## config.mk

```make
export PLATFORM = sky130hd
export DESIGN_NAME = cgen_irq_ctrl
export DESIGN_NICKNAME = d
export VERILOG_FILES = /design/src/rtl/cgen_irq_pkg.sv /design/src/rtl/cgen_sync.sv /design/src/rtl/cgen_tick_timer.sv /design/src/rtl/cgen_w1c_flags.sv /design/src/rtl/cgen_irq_ctrl.sv
export SDC_FILE = /design/constraint.sdc
export NUM_CORES = 1
export LEC_CHECK = 0
export BUFFER_PORTS_ARGS = -buffer_cell sky130_fd_sc_hd__buf_2
export CAP_MARGIN = 0
export CORE_MARGIN = 2
export CORE_UTILIZATION = 40
export DETAILED_ROUTE_END_ITERATION = 10
export PLACE_DENSITY = 0.67
export SLEW_MARGIN = 20
export SYNTH_ARGS = -nofsm -noshare
export SYNTH_HDL_FRONTEND = slang
export SYNTH_SLANG_ARGS = --single-unit
```

## constraint.sdc

```tcl
create_clock -name clk -period 2.5 [get_ports clk]
set_clock_uncertainty 0.05 [all_clocks]
set_input_delay 0.5 -clock clk [delete_from_list [all_inputs] [get_ports clk]]
set_output_delay 0.5 -clock clk [all_outputs]
set_load 0.005 [all_outputs]
```

## src/rtl/cgen_irq_pkg.sv

```systemverilog
package cgen_irq_pkg;

    localparam int NSRC     = 3;
    localparam int REG_W    = 5;
    localparam int SYNC_DEP = 2;

    localparam int FLG_TICK = 0;
    localparam int FLG_LOCK = 1;
    localparam int FLG_SCM  = 2;

    typedef enum logic {
        ADDR_CTRL  = 1'b0,
        ADDR_FLAGS = 1'b1
    } reg_addr_e;

    // packed MSB first: mon_en is bit 4, tick_ie is bit 0
    typedef struct packed {
        logic mon_en;
        logic psrun;
        logic scm_ie;
        logic lock_ie;
        logic tick_ie;
    } ctrl_t;

    function automatic logic [NSRC-1:0] enables(input ctrl_t c);
        logic [NSRC-1:0] e;
        e[FLG_TICK] = c.tick_ie;
        e[FLG_LOCK] = c.lock_ie;
        e[FLG_SCM]  = c.scm_ie;
        return e;
    endfunction

endpackage

```

## src/rtl/cgen_sync.sv

```systemverilog
module cgen_sync #(
    parameter int DEPTH = 2
) (
    input  logic clk,
    input  logic rst,
    input  logic din,
    output logic dout
);
    logic [DEPTH-1:0] chain;

    always_ff @(posedge clk) begin
        if (rst) chain <= '0;
        else     chain <= {chain[DEPTH-2:0], din};
    end

    assign dout = chain[DEPTH-1];
endmodule

```

## src/rtl/cgen_tick_timer.sv

```systemverilog
module cgen_tick_timer #(
    parameter int PW = 16
) (
    input  logic          clk,
    input  logic          rst,
    input  logic          run,
    input  logic [PW-1:0] period,
    output logic          expire
);
    logic [PW-1:0] cnt;

    always_ff @(posedge clk) begin
        if (rst || !run)       cnt <= period;
        else if (cnt == '0)    cnt <= period;
        else                   cnt <= cnt - 1'b1;
    end

    assign expire = run && !rst && (cnt == '0);
endmodule

```

## src/rtl/cgen_w1c_flags.sv

```systemverilog
module cgen_w1c_flags #(
    parameter int N = 3
) (
    input  logic         clk,
    input  logic         rst,
    input  logic [N-1:0] set,
    input  logic [N-1:0] clr,
    output logic [N-1:0] flag
);
    for (genvar i = 0; i < N; i++) begin : g_bit
        always_ff @(posedge clk) begin
            if (rst)         flag[i] <= 1'b0;
            else if (set[i]) flag[i] <= 1'b1;
            else if (clr[i]) flag[i] <= 1'b0;
        end
    end
endmodule

```

## src/rtl/cgen_irq_ctrl.sv

```systemverilog
module cgen_irq_ctrl
    import cgen_irq_pkg::*;
#(
    parameter int PW = 16
) (
    input  logic             clk,
    input  logic             rst,
    input  logic             lock_raw,
    input  logic             scm_raw,
    input  logic             ext_clk_lost,
    input  logic             full_stop,
    input  logic             pseudo_stop,
    input  logic [PW-1:0]    tick_period,
    input  logic             bus_wr,
    input  logic             bus_addr,
    input  logic [REG_W-1:0] bus_wdata,
    output logic [REG_W-1:0] bus_rdata,
    output logic             irq_tick,
    output logic             irq_lock,
    output logic             irq_scm
);
    localparam int NIN = 3;

    ctrl_t           ctl;
    logic [NSRC-1:0] flags;
    logic [NSRC-1:0] set_ev;
    logic [NSRC-1:0] clr_ev;
    logic [NSRC-1:0] req;
    logic [NIN-1:0]  raw_in;
    logic [NIN-1:0]  sync_in;
    logic            lock_lvl, lock_prev, lock_chg;
    logic            scm_lvl, scm_prev, scm_chg;
    logic            tick_run, tick_exp;

    // control word
    always_ff @(posedge clk) begin
        if (rst)
            ctl <= '0;
        else if (bus_wr && bus_addr == ADDR_CTRL)
            ctl <= ctrl_t'(bus_wdata);
    end

    // status synchronisers
    assign raw_in = {ext_clk_lost, scm_raw, lock_raw};

    for (genvar k = 0; k < NIN; k++) begin : g_sync
        cgen_sync #(.DEPTH(SYNC_DEP)) u_sync (
            .clk  (clk),
            .rst  (rst),
            .din  (raw_in[k]),
            .dout (sync_in[k])
        );
    end

    assign lock_lvl = sync_in[0];
    assign scm_lvl  = sync_in[1] | (ctl.mon_en & sync_in[2]);

    // change detection on both edges
    always_ff @(posedge clk) begin
        if (rst) begin
            lock_prev <= 1'b0;
            scm_prev  <= 1'b0;
        end else begin
            lock_prev <= lock_lvl;
            scm_prev  <= scm_lvl;
        end
    end

    assign lock_chg = lock_lvl ^ lock_prev;
    assign scm_chg  = scm_lvl  ^ scm_prev;

    // real-time tick
    assign tick_run = !full_stop && (!pseudo_stop || ctl.psrun);

    cgen_tick_timer #(.PW(PW)) u_tick (
        .clk    (clk),
        .rst    (rst),
        .run    (tick_run),
        .period (tick_period),
        .expire (tick_exp)
    );

    // flags
    always_comb begin
        set_ev           = '0;
        set_ev[FLG_TICK] = tick_exp;
        set_ev[FLG_LOCK] = lock_chg;
        set_ev[FLG_SCM]  = scm_chg;
        clr_ev = (bus_wr && bus_addr == ADDR_FLAGS) ? bus_wdata[NSRC-1:0] : '0;
    end

    cgen_w1c_flags #(.N(NSRC)) u_flags (
        .clk  (clk),
        .rst  (rst),
        .set  (set_ev),
        .clr  (clr_ev),
        .flag (flags)
    );

    assign req      = flags & enables(ctl);
    assign irq_tick = req[FLG_TICK];
    assign irq_lock = req[FLG_LOCK];
    assign irq_scm  = req[FLG_SCM];

    always_comb begin
        if (bus_addr == ADDR_CTRL) bus_rdata = REG_W'(ctl);
        else                       bus_rdata = REG_W'(flags);
    end
endmodule

```

# == Word-level counts from Yosys, hierarchy flattened ==
# Cells that the tools add are included.
# Widths: inputs -> output; s select.
# word_totals
mem_count,0
romBits,0
inputBits,30
out_inout_bits,8
ramBits,0
elab_cells,46
ff_bits,32
latch_bits,0
# classes
n_div,0
n_mux,10
order_cmp,0
addsub,1
n_mul,0
n_eq_ne,0
bitwise_logic,6
n_reduce_logical,15
n_shift,0
# op_table
operator,n
$mux 16,2
$logic_not 16->1,1
$sub 16x1->16 const B,1
$mux 1,6
$reduce_bool 2->1,3
$logic_and 1x1->1,5
$mux 5,1
$logic_not 1->1,4
$and 3x3->3,1
$mux 3,1
$logic_or 1x1->1,2
$xor 1x1->1,2
$and 1x1->1,1
$not 1->1,1
$or 1x1->1,1

# == Longest topological paths before layout ==
# depth
word_depth,6
depth_mapped,7
mapped_depth_nobuf,6

# == Hierarchy ==
# A second synthesis with hierarchy kept.
# hier_totals
cells_unflattened,158
area_unflattened_um2,1482.7
# by_module_without_submodules
mod,seq_area_each_um2,cells_each,area_per_inst_um2,n_inst
cgen_tick_timer,320.3,96,845.8,1
cgen_irq_ctrl,140.1,38,374.1,1
cgen_sync,40.0,4,52.6,3
cgen_w1c_flags,60.1,12,105.1,1

# == Least setup slack after synthesis ==
# Ideal clock, no wire load.
# synth_path
path_type,register -> register
from,reg u_tick.cnt[0]
to,reg u_tick.cnt[10]
path_stages_with_launch,8
arrival_ns,1.648
path_buffers,1
slack_ns,0.681
setup_ns,0.121
t_required_ns,2.329
period_less_slack_ns,1.819
cell_sequence,dfxtp_1 > inv_1 > ha_1 > nor4b_1 > nand4_2 > nand2_4 > buf_12 > mux2_4
# synth_between
elab_chain_len,3
word_cells_on_any_way,4
classes_between,add/sub: 1; mux: 2; reduce/logical: 1
# synth_rtl
item,line,text
start: declaration,cgen_tick_timer.sv:10,logic [PW-1:0] cnt;
start signal: assignment,cgen_tick_timer.sv:13,if (rst || !run) cnt <= period;
start signal: assignment,cgen_tick_timer.sv:14,else if (cnt == '0) cnt <= period;
start signal: assignment,cgen_tick_timer.sv:15,else cnt <= cnt - 1'b1;
$sub 16x1->16 / $logic_not 16->1 (equally long branches),"cgen_tick_timer.sv:15, cgen_tick_timer.sv:14",
$mux 16 (*),cgen_tick_timer.sv:14,
$mux 16 (*),cgen_tick_timer.sv:13,
# Every way passes the cells marked *; elsewhere a longest branch is shown, timed or not.
# A chain may end at the register's enable or synchronous reset.

# == Worst setup path after layout ==
# layout_path
from,reg u_tick.cnt[0]
to,reg u_tick.cnt[0]
# Same word-level chain as after synthesis.

==> impl_results.md <==
* Number of port buffers at 37
* Top_reg_cell synth: dfxtp_1
* Leak at 0.828 nW
* Critical path class: register to register
* Max-cap violations at 0
* Synth Net Count at 173
* Clock Path Buffers at 2
* Final setup vio count at 0
* FP Rows at 22
* Hold buffer count at CTS at 0
* Core area at 3630 um^2
* Starting density of the core at 41.4%
* Number of synthesized flops with an enable pin at 0
* CTS tree: done
* Leading area contributor after synthesis: dfxtp_1
* Final Critical Period at 2030 ps
* #FFs+latches synth at 32
* Post-CTS Resized at 0
* Pint at 0.842 mW
* Routed wire length at 2.79 mm
* Synth area leaders: dfxtp_1 (43%), mux2_4 (9.0%), mux2_2 (5.2%), xnor2_1 (4.1%), nor2b_1 (3.7%)
* Sw frac at 24.3%
* Ports at 38
* Post-synthesis sequential area ratio at 42.6%
* ANT cells at 0
* Unrepaired setup endpoints after global routing: false
* Number of DRC markers after the initial detailed-route iteration at 25
* DRC at 0
* First-pass GRT wire length at 4.57 mm
* Die footprint at 4260 um^2
* Worst vdd ir at 0.504 mV
* HP Class: input pin to register
* Crit path DAT at 2150 ps
* Most frequent cell after synthesis: dfxtp_1
* Slew @ Worst Pin at 557 ps
* Post-CTS Setup Inserts at 0
* Drt pass-1 iters at 4
* Syn Std Cell Area at 1500 um^2
* Slew HR at 62.8%
* Final core occ at 50.2%
* CP endpoint kind: register
* FILL cells at 369
* Via/cell ratio at 4.87
* Layout cells sized above 1 at 38.0%
* Status: finished, final reports clean
* Total track usage at 14.2%
* CTS Sinks at 32
* Largest net degree at the start of global routing at 18
* Vias in the first global route at 1074
* Gpl congestion at 0.685
* Avg WL per Cell at 12.0 um
* Comb pwr share at 12.1%
* Area Growth Syn to Fin at 21.4%
* HPWL after DPL at 2.16 mm
* CP required at 2620 ps
* Startpoint type of the worst setup path: register
* Root Buffer: clkbuf_8
* H-tree depth at 2
* Initial antenna violation count at 0
* Clk slew on worst S/H paths at 60 ps
* Post-DRT Antenna Nets at 0
* P_sw at 0.271 mW
* Die Wd at 65.3 um
* Clk pwr share at 36.1%
* Post-synth ARST share at 0%
* Post-synth top cells: dfxtp_1 (32), nor2_1 (13), mux2_4 (9), nor2b_1 (9)
* Fmax at 494 MHz
* Synth warn at 0
* Grt ovf at 0
* DR vias at 1129
* Syn_area_per_cell at 10.7 um^2
* CTS buffer count at 5
* Clock latency on the worst-skew pair at 280 ps
* Pwr Density at 610 nW/um^2
* Setup TNS at 0 ps
* Distinct cells, synth at 37
* Tcrit/Tclk final at 81.0%
* Hold Vio Cnt, Final at 0
* Sequential share of power at 51.8%
* Final Max Slew Viols at 0
* Worst Path Max Fanout at 14
* Top cell type's share of synthesized area at 42.6%
* Fin nets at 215
* Synth Instances at 141
* Die Y at 65.3 um
==> stage by stage <==
step                hold WS (ps)  instance area [um^2]  worst slack, ps  power, mW  std cells
floorplan                    364                  1500              681      0.676        141
global placement             374                  1730              526      0.716        224
detailed placement           379                  1730              448      0.723        224
CTS                          380                  1820              430       1.13        232
global route                 371                  1820              261       1.18        232
finish                       389                  1820              474       1.11        232
==> worst max-delay path, cell delays in order, from the launching register on <==
cell	delay (ps)
dfxtp_1	330
inv_1	100
ha_1	140
nor4b_1	380
nand4_2	250
nand2_4	290
mux2_2	370
==> layer usage <==
layer	part of all wire, %	up-vias	GRT usage (%)
met1	43	512	15.4
met2	50	35	25.3
met5	0	-	0
met3	5.7	4	5.14
met4	1.5	0	5.47
li1	-	578	-
==> registers in the layout (all words and copies together), names as in the netlist <==
register and flops:
ctl 5, scm_prev 1, u_tick.cnt 16, u_flags.flag 3
lock_prev 1, g_sync.u_sync.chain 6
==> kinds of logic after synthesis <==
group	Yosys count	share of synthesized area [%]
buffers and inverters	9	3.33
AND/OR/NAND/NOR	51	21.4
AO/OA/AOI/OAI	13	5.83
flip-flops	32	42.6
multiplexers	21	17.6
XOR/XNOR	13	7.58
adder cells (fa/ha/maj)	2	1.67
==> final cells by class <==
type	count	area, um^2	area share (%)
Multi-Input combinational cell	100	812	44.5
Sequential cell	32	641	35.1
Timing Repair Buffer	39	200	11.0
Clock buffer	6	82.6	4.53
Tap cell	48	60.1	3.29
Inverter	5	18.8	1.03
Clock inverter	2	10.0	0.549
==> path summary, 6_finish.rpt <==
check	slack (ps)	from	endpoint	cells after the start
min reg2reg	400	g_sync[0].u_sync.chain[0]$_SDFF_PP0_	g_sync[0].u_sync.chain[1]$_SDFF_PP0_	1
min	390	tick_period[8]	u_tick.cnt[8]$_DFF_P_	2
max	470	u_tick.cnt[0]$_DFF_P_	u_tick.cnt[0]$_DFF_P_	6
max reg2reg	470	u_tick.cnt[0]$_DFF_P_	u_tick.cnt[0]$_DFF_P_	6
==> power by group through the flow <==
| stage | Combinational (mW) | Sequential (mW) | Clock, mW |
|---|---|---|---|
| 6_report | 0.135 | 0.576 | 0.402 |
| 5_1_grt | 0.150 | 0.582 | 0.444 |
| 4_1_cts | 0.137 | 0.576 | 0.416 |
| 3_5_place_dp | 0.136 | 0.587 | 0 |
| 3_3_place_gp | 0.131 | 0.585 | 0 |
| 2_1_floorplan | 0.0955 | 0.580 | 0 |
==> placed cells by master, fill, tap and decap left out, types with 5 or more instances in the layout <==
| master | netlist | layout |
|---|---|---|
| a21oi_1 | 7 | 7 |
| buf_2 | 0 | 37 |
| clkbuf_8 | 0 | 6 |
| dfxtp_1 | 32 | 32 |
| inv_1 | 5 | 5 |
| mux2_2 | 7 | 7 |
| mux2_4 | 9 | 9 |
| mux2i_1 | 5 | 5 |
| nor2_1 | 13 | 13 |
| nor2b_1 | 9 | 9 |
| xnor2_1 | 7 | 7 |
| xor2_1 | 6 | 6 |
No activity file was read; power rests on OpenSTA's default activity.
